--- config.mk ---
export PLATFORM = sky130hd
export DESIGN_NAME = emb_status
export DESIGN_NICKNAME = d
export VERILOG_FILES = /design/src/rtl/es_pkg.sv /design/src/rtl/es_win_timer.sv /design/src/rtl/es_sect_mask.sv /design/src/rtl/es_toggle.sv /design/src/rtl/emb_status.sv
export SDC_FILE = /design/constraint.sdc
export NUM_CORES = 1
export LEC_CHECK = 0
export ABC_AREA = 1
export CAP_MARGIN = 25
export CORE_MARGIN = 3
export CORE_UTILIZATION = 25
export CTS_BUF_LIST = sky130_fd_sc_hd__clkbuf_16
export CTS_CLUSTER_DIAMETER = 50
export DETAILED_ROUTE_END_ITERATION = 8
export PLACE_DENSITY = 0.41
export SLEW_MARGIN = 20
export SYNTH_ARGS = -nofsm -noshare
export SYNTH_HDL_FRONTEND = slang
export SYNTH_SLANG_ARGS = --single-unit
--- constraint.sdc ---
create_clock -name clk -period 1.53 [get_ports clk]
set_clock_uncertainty 0.1 [all_clocks]
set_input_delay 0.459 -clock clk [delete_from_list [all_inputs] [get_ports clk]]
set_output_delay 0.459 -clock clk [all_outputs]
set_load 0.1 [all_outputs]
--- src/rtl/es_pkg.sv ---
package es_pkg;

    typedef enum logic [1:0] {
        ST_IDLE  = 2'd0,
        ST_PROG  = 2'd1,
        ST_HOLD  = 2'd2,
        ST_ERASE = 2'd3
    } es_state_e;

    localparam logic [1:0] OP_PROG = 2'd0;
    localparam logic [1:0] OP_SECT = 2'd1;
    localparam logic [1:0] OP_CHIP = 2'd2;

    localparam int POLL_BIT = 7;
    localparam int TOG1_BIT = 6;
    localparam int TMO_BIT  = 5;
    localparam int WIN_BIT  = 3;
    localparam int TOG2_BIT = 2;

endpackage

--- src/rtl/es_win_timer.sv ---
module es_win_timer #(
    parameter int WIN_CYC = 5000
) (
    input  logic clk,
    input  logic rst_n,
    input  logic load_long,
    input  logic load_zero,
    output logic closed
);
    localparam int CW = $clog2(WIN_CYC + 1);

    logic [CW-1:0] cnt_d, cnt_q;

    always_comb begin
        cnt_d = cnt_q;
        if (load_long) begin
            cnt_d = CW'(WIN_CYC);
        end else if (load_zero) begin
            cnt_d = '0;
        end else if (cnt_q != '0) begin
            cnt_d = cnt_q - 1'b1;
        end
    end

    always_ff @(posedge clk) begin
        if (!rst_n) cnt_q <= '0;
        else        cnt_q <= cnt_d;
    end

    assign closed = (cnt_q == '0);
endmodule

--- src/rtl/es_sect_mask.sv ---
module es_sect_mask #(
    parameter int NSECT = 16,
    localparam int SW = $clog2(NSECT)
) (
    input  logic             clk,
    input  logic             rst_n,
    input  logic             ld_new,
    input  logic             ld_all,
    input  logic             add_one,
    input  logic [SW-1:0]    sect,
    input  logic [NSECT-1:0] prot_mask,
    output logic [NSECT-1:0] mask
);
    logic [NSECT-1:0] mask_d, mask_q, one_hot;

    always_comb begin
        one_hot       = '0;
        one_hot[sect] = 1'b1;
        mask_d        = mask_q;
        if (ld_new) begin
            mask_d = ld_all ? ~prot_mask : (one_hot & ~prot_mask);
        end else if (add_one) begin
            mask_d = mask_q | (one_hot & ~prot_mask);
        end
    end

    always_ff @(posedge clk) begin
        if (!rst_n) mask_q <= '0;
        else        mask_q <= mask_d;
    end

    assign mask = mask_q;
endmodule

--- src/rtl/es_toggle.sv ---
module es_toggle (
    input  logic clk,
    input  logic rst_n,
    input  logic clr,
    input  logic flip_a,
    input  logic flip_b,
    output logic tog_a,
    output logic tog_b
);
    typedef struct packed {
        logic a;
        logic b;
    } tog_t;

    tog_t d, q;

    always_comb begin
        d = q;
        if (clr) begin
            d = '0;
        end else begin
            if (flip_a) d.a = ~q.a;
            if (flip_b) d.b = ~q.b;
        end
    end

    always_ff @(posedge clk) begin
        if (!rst_n) q <= '0;
        else        q <= d;
    end

    assign tog_a = q.a;
    assign tog_b = q.b;
endmodule

--- src/rtl/emb_status.sv ---
module emb_status
    import es_pkg::*;
#(
    parameter int NSECT    = 16,
    parameter int WIN_CYC  = 5000,
    parameter int PROT_CYC = 100,
    localparam int SW = $clog2(NSECT),
    localparam int HW = $clog2(PROT_CYC + 1)
) (
    input  logic             clk,
    input  logic             rst_n,
    input  logic             op_go,
    input  logic [1:0]       op_kind,
    input  logic [SW-1:0]    op_sector,
    input  logic             op_bit7,
    input  logic             op_add,
    input  logic             op_done,
    input  logic             susp,
    input  logic             tmo,
    input  logic [NSECT-1:0] prot_mask,
    input  logic             rd_stb,
    input  logic [SW-1:0]    rd_sector,
    output logic             rdy,
    output logic             resp_vld,
    output logic             resp_array,
    output logic [7:0]       resp_word
);
    typedef struct packed {
        es_state_e   st;
        logic        is_chip;
        logic        b7;
        logic [HW-1:0] hold;
        logic        rv;
        logic        ra;
        logic [7:0]  rw;
    } regs_t;

    regs_t d, q;

    logic [NSECT-1:0] mask;
    logic win_closed, win_load, win_zero;
    logic tog1, tog2, flip1, flip2;
    logic go_ok, add_ok, rd_sel, active, susp_eff;
    logic [1:0] st_bits;

    es_sect_mask #(.NSECT(NSECT)) u_mask (
        .clk(clk), .rst_n(rst_n),
        .ld_new(go_ok), .ld_all(op_kind == OP_CHIP), .add_one(add_ok),
        .sect(op_sector), .prot_mask(prot_mask), .mask(mask)
    );

    es_win_timer #(.WIN_CYC(WIN_CYC)) u_win (
        .clk(clk), .rst_n(rst_n),
        .load_long(win_load), .load_zero(win_zero), .closed(win_closed)
    );

    es_toggle u_tog (
        .clk(clk), .rst_n(rst_n), .clr(go_ok),
        .flip_a(flip1), .flip_b(flip2), .tog_a(tog1), .tog_b(tog2)
    );

    always_comb begin
        d        = q;
        rd_sel   = mask[rd_sector];
        active   = (q.st != ST_IDLE);
        susp_eff = susp && (q.st == ST_PROG || q.st == ST_ERASE);
        go_ok    = op_go && (q.st == ST_IDLE) && (op_kind != 2'd3);
        add_ok   = op_add && (q.st == ST_ERASE) && !q.is_chip && !win_closed
                   && !susp && !op_done;
        win_load = (go_ok && op_kind == OP_SECT) || add_ok;
        win_zero = go_ok && (op_kind != OP_SECT);
        flip1    = rd_stb && active && !susp_eff && !tmo;
        flip2    = rd_stb && (q.st == ST_ERASE) && rd_sel;

        // read response, one cycle after the strobe
        d.rv = rd_stb;
        d.ra = 1'b1;
        d.rw = '0;
        if (rd_stb) begin
            if ((q.st == ST_PROG && !susp) || q.st == ST_HOLD) begin
                d.ra           = 1'b0;
                d.rw[POLL_BIT] = ~q.b7;
                d.rw[TOG1_BIT] = tog1;
                d.rw[TMO_BIT]  = tmo;
            end else if (q.st == ST_ERASE && (!susp || rd_sel)) begin
                d.ra           = 1'b0;
                d.rw[POLL_BIT] = susp;
                d.rw[TOG1_BIT] = tog1;
                d.rw[TMO_BIT]  = tmo;
                d.rw[WIN_BIT]  = win_closed;
                d.rw[TOG2_BIT] = rd_sel && tog2;
            end
        end

        // operation state
        unique case (q.st)
            ST_IDLE: begin
                if (go_ok) begin
                    d.b7      = op_bit7;
                    d.is_chip = (op_kind == OP_CHIP);
                    if (op_kind == OP_PROG) begin
                        if (prot_mask[op_sector]) begin
                            d.st   = ST_HOLD;
                            d.hold = HW'(PROT_CYC);
                        end else begin
                            d.st = ST_PROG;
                        end
                    end else begin
                        d.st = ST_ERASE;
                    end
                end
            end
            ST_PROG, ST_ERASE: begin
                if (op_done) d.st = ST_IDLE;
            end
            ST_HOLD: begin
                if (q.hold <= HW'(1)) d.st = ST_IDLE;
                else                  d.hold = q.hold - 1'b1;
            end
            default: d.st = ST_IDLE;
        endcase
    end

    always_ff @(posedge clk) begin
        if (!rst_n) begin
            q    <= '0;
            q.st <= ST_IDLE;
            q.ra <= 1'b1;
        end else begin
            q <= d;
        end
    end

    assign st_bits    = q.st;
    assign rdy        = (q.st == ST_IDLE) || susp_eff;
    assign resp_vld   = q.rv;
    assign resp_array = q.ra;
    assign resp_word  = q.rw;
endmodule

==> reports/results.tsv, run 1 <==
metric	value	unit
status	complete, but fails checks	
failing checks	setup timing	
final worst-path setup slack	-0.154	ns
share of cells above drive strength 1	46.8	%
largest net degree at the start of global routing	18	
initial antenna violation count	0	
Yosys warning total	0	
root buf cell	clkbuf_16	
Critical Path End Type	primary output	
Unique masters post-synth	39	
DRC viols	0	
Overall Global Routing Usage	15.0	%
Fin. Hold Viols	0	
ANT cells	0	
hold buffer count at CTS	0	
Flop pwr share	27.3	%
r2r worst-path depth	10	
switching share of power	37.5	%
worst hold path class	reg2reg	
Power Dens Cells	1070	mW/mm²
Die ar.	0.0130	mm²
Max VDD drop	0.000681	V
Commonest cells post-synth	nand2_1, nor2_1, dfxtp_1, inv_1, a21oi_1	
clock buffer depth	2	
drt pass-1 iters	4	
final max-slew violation count	0	
Area Overhead vs Synth	79.7	%
HP Start	u_mask.mask[4]$_SDFFE_PN0P_	
first-pass GRT wire length	15.9	mm
Vias/cell	4.50	
EDFF count, synth	0	
post-route ant nets	0	
drt wl/cell	12.9	µm
count leader, synth	nand2_1	
GP Congestion	0.804	
RSZ-0062 raised after global routing	yes	
row count	38	
chip width	114	µm
Die Ht	114	µm
Crit Reg-Reg Endpoint	u_win.cnt_q[3]$_SDFFE_PN0P_	
Cells after Synth	444	
hpwl dp	6.66	mm
worst setup path startpoint	st_bits[0]$_SDFFE_PN0P_	
Tmin final	1.68	ns
worst endpoint data arrival time	1.12	ns
largest area contributor in the netlist	dfxtp_1	
largest fanout on the critical path	4	
Filler cells	1115	
ys flop type	dfxtp_1	
Clock transition at path regs	0.07	ns
setup TNS	-1.71	ns
H-tree depth	2	
Setup crit start kind	flop	
ranking of synthesized cells by area	dfxtp_1, nand2_1, nor2_1	
clk sink count	49	
Mapped Area	0.00292	mm²
CTS tree	built	
# nets final	623	
max frequency	594	MHz
FF+latch count, synth	49	
Setup WS pre-CTS	-0.742	ns
Clock Power Share	19.6	%
vias in the first global route	3304	
total congestion overflow	0	
Synth top area share	33.6	%
RR Startpoint	st_bits[0]$_SDFFE_PN0P_	
Skew-Pair Late Insertion Delay	0.29	ns
Critical Path RT	0.97	ns
CTS Buf Count	5	
LEAKAGE	2.28	nW
MaxCap Viol Count	0	
Hold Path Stages	2	
register area share after synthesis	33.6	%
via count of the routed design	3268	
IO Count	46	
core area	0.0111	mm²
kind of critical path	reg2out	
r2r setup slk	-0.09	ns
hold worst-path end	u_mask.mask[4]$_SDFFE_PN0P_	
DR iter-0 viols	125	
IO buf count	42	
WL final	9.36	mm
asr flop ratio synth	0	%
sw power	2.11	mW
final setup vio count	32	
power share of the combinational group	53.1	%
period utilization	110	%
Initial Utilization	26.2	%
P_int	3.51	mW
Avg Cell Area, Syn	6.57	µm²
-- sequential cells by signal (all words and copies together) (netlist names) --
name and count:
u_mask.mask 16, u_win.cnt_q 13, resp_word 5, resp_vld 1, u_tog.tog_b 1, resp_array 1
u_tog.tog_a 1, st_bits 2, q 9
-- placed cells by master (no fill, tap or decap), types with 7 or more instances in the layout --
cell type,count
nand2_1,106
buf_4,86
dfxtp_1,40
nor2_1,36
inv_1,34
nand3_2,18
nand2_2,17
a21oi_2,17
buf_12,14
nand3_1,13
o21ai_1,13
a21oi_4,12
nor2_2,12
buf_6,12
clkdlybuf4s15_1,12
inv_2,9
nor2_4,8
a21oi_1,7
-- worst max path at each step --
stage | end | slack [ns]
after detailed placement | q[12]$_SDFFE_PN0P_ | -0.74
after global placement | q[15]$_SDFFE_PN0P_ | -0.74
final | rdy | -0.15
after global routing | u_win.cnt_q[7]$_SDFFE_PN0P_ | -0.20
after CTS | rdy | -0.16
after floorplan | rdy | -0.09
-- worst max-delay path, stage by stage, from the launching register on --
cell     delay, ns
dfxtp_4       0.37
buf_6         0.12
a21oi_4       0.16
buf_12        0.19
-- layout make-up --
cell class	count	area, µm²	share of cell area [%]
inverters	46	193	3.67
clock inverters	3	17.5	0.334
multi-input cells	334	2270	43.2
well taps	140	175	3.34
flip-flops and latches	49	1000	19.1
repair buffers	148	1460	27.8
clock buffers	5	125	2.38
repair inverters	1	7.51	0.143
-- logic make-up after synthesis --
| kind of cell | count (synthesis) | synth area share, % |
|---|---|---|
| and+or+nand+nor | 249 | 38.7 |
| buffers and inverters | 66 | 11.4 |
| xor gates and xnor gates | 8 | 2.40 |
| adders and majority gates | 3 | 1.29 |
| DFF | 49 | 33.6 |
| other | 1 | 0.128 |
| AOI/OAI and AO/OA | 68 | 12.6 |
-- metal layers --
| metal | GRT usage [%] | routed length (µm) |
|---|---|---|
| met2 | 25.4 | 4470 |
| met5 | 0 | 0 |
| met4 | 3.25 | 110 |
| met3 | 2.06 | 324 |
| met1 | 20.3 | 4450 |
-- power by group through the flow --
stage	clock network, mW	registers (mW)	logic [mW]
detailed placement	0	1.53	2.24
global placement	0	1.52	2.23
CTS	1.13	1.51	2.72
global route	1.19	1.55	3.30
floorplan	0	1.56	1.30
finish	1.10	1.53	2.98
-- per-stage QoR --
stage / instances / utilization, % / power (mW) / instance area [µm²] / hold slack, ns
detailed placement: 686 / 37.2 / 3.76 / 4140 / 0.341
finish: 726 / 47.2 / 5.62 / 5250 / 0.353
global route: 726 / 47.2 / 6.03 / 5250 / 0.384
CTS: 719 / 44.7 / 5.36 / 4980 / 0.355
floorplan: 446 / - / 2.87 / 2990 / 0.321
global placement: 686 / 37.2 / 3.75 / 4140 / 0.337
-- what timing repair did --
action                                  CTS  global route
setup buffers                            17             7
endpoints found under the setup margin   49            48
pin swaps                                28            40
gates cloned                              8             0
resized for setup                       168            76
No activity file was read; power rests on OpenSTA's default activity.
==> run 2: changes to the inputs <==
--- a/config.mk
+++ b/config.mk
@@ -7,6 +7,7 @@
 export LEC_CHECK = 0
 export ABC_AREA = 1
 export CAP_MARGIN = 25
+export CORE_ASPECT_RATIO = 1.4
 export CORE_MARGIN = 3
 export CORE_UTILIZATION = 25
 export CTS_BUF_LIST = sky130_fd_sc_hd__clkbuf_16
==> run 2 against run 1 <==
The run still ends with setup timing left. Fmax decreased by 1.5%. Non-clock buffer count increased by 14. Power increased by 4.8%. Register-to-register slack about the same. Cell count increased by 2.3%. Design area decreased by 2.5%. Clock power increased by 4%. Largest cell class unchanged. Hold slack about the same. Sequential share of layout area increased by 0.53 points. Wire length increased by 3.8%. Highest routed layer unchanged. Global-route usage decreased by 0.12 points.
==> reports/results.tsv, run 2 (same netlist as run 1, synthesis figures left out) <==
metric	value	unit	change
drt wl/cell	13.1	µm	+1.4%
final core occ	44.9	%	-2.2 points
IO Count	46		unchanged
DR iter-0 viols	151		+21%
setup TNS	-1.01	ns	+0.707 ns
Die Ht	134	µm	+17%
Tmin final	1.71	ns	+0.0263 ns
final worst-path setup slack	-0.180	ns	-0.0263 ns
Initial Utilization	25.6	%	-0.62 points
period utilization	112	%	+1.7 points
MaxCap Viol Count	0		unchanged
IO buf count	42		unchanged
# nets final	636		+2.1%
multi-input logic area	0.00212	mm²	-6.6%
root buf cell	clkbuf_16		
max reg flops	16		unchanged
crit path capture	rdy		
share of cells above drive strength 1	46.9	%	+0.15 points
r2r worst-path depth	9		-1
CTS tree	built		
ANT cells	0		unchanged
Crit Reg-Reg Endpoint	u_win.cnt_q[7]$_SDFFE_PN0P_		
via count of the routed design	3347		+2.4%
Area Overhead vs Synth	75.3	%	
chip width	97.3	µm	-15%
Critical Path RT	0.97	ns	about the same
largest fanout on the critical path	4		unchanged
vias in the first global route	3420		+3.5%
clock buffer depth	2		unchanged
Fin. Hold Viols	0		unchanged
Die ar.	0.0130	mm²	+0.15%
drt pass-1 iters	4		unchanged
Vias/cell	4.50		about the same
Max VDD drop	0.000496	V	-27%
H-tree depth	2		unchanged
final max-slew violation count	0		unchanged
core area	0.0114	mm²	+2.4%
LEAKAGE	2.33	nW	+2.4%
CTS Buf Count	5		unchanged
total power	5.89	mW	+4.8%
max frequency	585	MHz	-1.5%
kind of critical path	reg2out		
HP Start	u_tog.tog_a$_SDFFE_PP0P_		
hpwl dp	7.36	mm	+11%
Skew-Pair Late Insertion Delay	0.29	ns	about the same
clk sink count	49		unchanged
total congestion overflow	0		unchanged
failing checks	setup timing		
most common cell after layout, fill and taps aside	nand2_1		
status	complete, but fails checks		
worst setup path startpoint	st_bits[0]$_SDFFE_PN0P_		
GP Congestion	0.898		+12%
worst hold path class	reg2reg		
DP Cell Count	710		+3.5%
Critical Path End Type	primary output		
RR Startpoint	u_win.cnt_q[1]$_SDFFE_PP0N_		
Overall Global Routing Usage	14.9	%	-0.12 points
r2r setup slk	-0.09	ns	about the same
DRC viols	0		unchanged
Power Dens Cells	1150	mW/mm²	+7.4%
row count	46		+21%
Setup crit start kind	flop		
final setup vio count	25		-22%
final cell count without fillers	743		+2.3%
commonest non-fill, non-tap cells in the layout	nand2_1, buf_4, dfxtp_1		
worst endpoint data arrival time	1.15	ns	+0.03 ns
Hold WS	0.353	ns	+0.0000830 ns
largest net degree at the start of global routing	17		-1
first-pass GRT wire length	15.9	mm	-0.18%
Filler cells	1170		+4.9%
WL final	9.71	mm	+3.8%
post-route ant nets	0		unchanged
RSZ-0062 raised after global routing	yes		
Hold Path Stages	2		unchanged
Seq. cell area	0.00100	mm²	+0.25%
initial antenna violation count	0		unchanged
Clock transition at path regs	0.07	ns	about the same
run 2: timing repair:
item                                    in CTS  in global routing
gates cloned                                 5                  0
setup buffers                               13                  7
pin swaps                                   32                 34
hold buffers                                 0                  0
gates resized for setup                    127                 94
endpoints found under the setup margin      49                 49
run 2: power by group:
group          internal, mW  total, mW  switching, mW
registers              1.43       1.56          0.130
clock network         0.610       1.14          0.526
logic                  1.60       3.19           1.59
run 2: how the worst min path moves through the flow:
stage | endpoint | slack [ns]
floorplan | u_mask.mask[0]$_SDFFE_PN0P_ | 0.32
finish | resp_word[6]$_SDFF_PN0_ | 0.35
global placement | u_mask.mask[0]$_SDFFE_PN0P_ | 0.34
detailed placement | resp_word[6]$_SDFF_PN0_ | 0.35
global route | u_win.cnt_q[0]$_SDFFE_PP0N_ | 0.38
CTS | resp_word[6]$_SDFF_PN0_ | 0.36
run 2: per-stage QoR:
step | cell area [µm²] | worst slack, ns
3_3_place_gp | 4300 | -0.740
5_1_grt | 5120 | -0.218
2_1_floorplan | 2990 | -0.0862
6_report | 5120 | -0.180
3_5_place_dp | 4300 | -0.802
4_1_cts | 4900 | -0.200
run 2: routing by layer:
metal	vias up	GRT usage, %	share of wire, %
met5	-	0	0
met4	0	4.85	2.6
met3	18	2.13	2.3
met2	60	28.7	55
met1	1536	16.6	40
li1	1733	-	-
run 2: cell type report:
| type | count | share of cell area [%] |
|---|---|---|
| Clock buffer | 5 | 2.44 |
| Clock inverter | 3 | 0.416 |
| Inverter | 46 | 3.72 |
| Multi-Input combinational cell | 334 | 41.4 |
| Sequential cell | 49 | 19.6 |
| Tap cell | 144 | 3.52 |
| Timing Repair Buffer | 162 | 28.9 |
run 2: critical path: stages (launching register included):
cell and delay [ns]:
dfxtp_4 0.37, buf_6 0.12, a21oi_4 0.17, buf_12 0.20
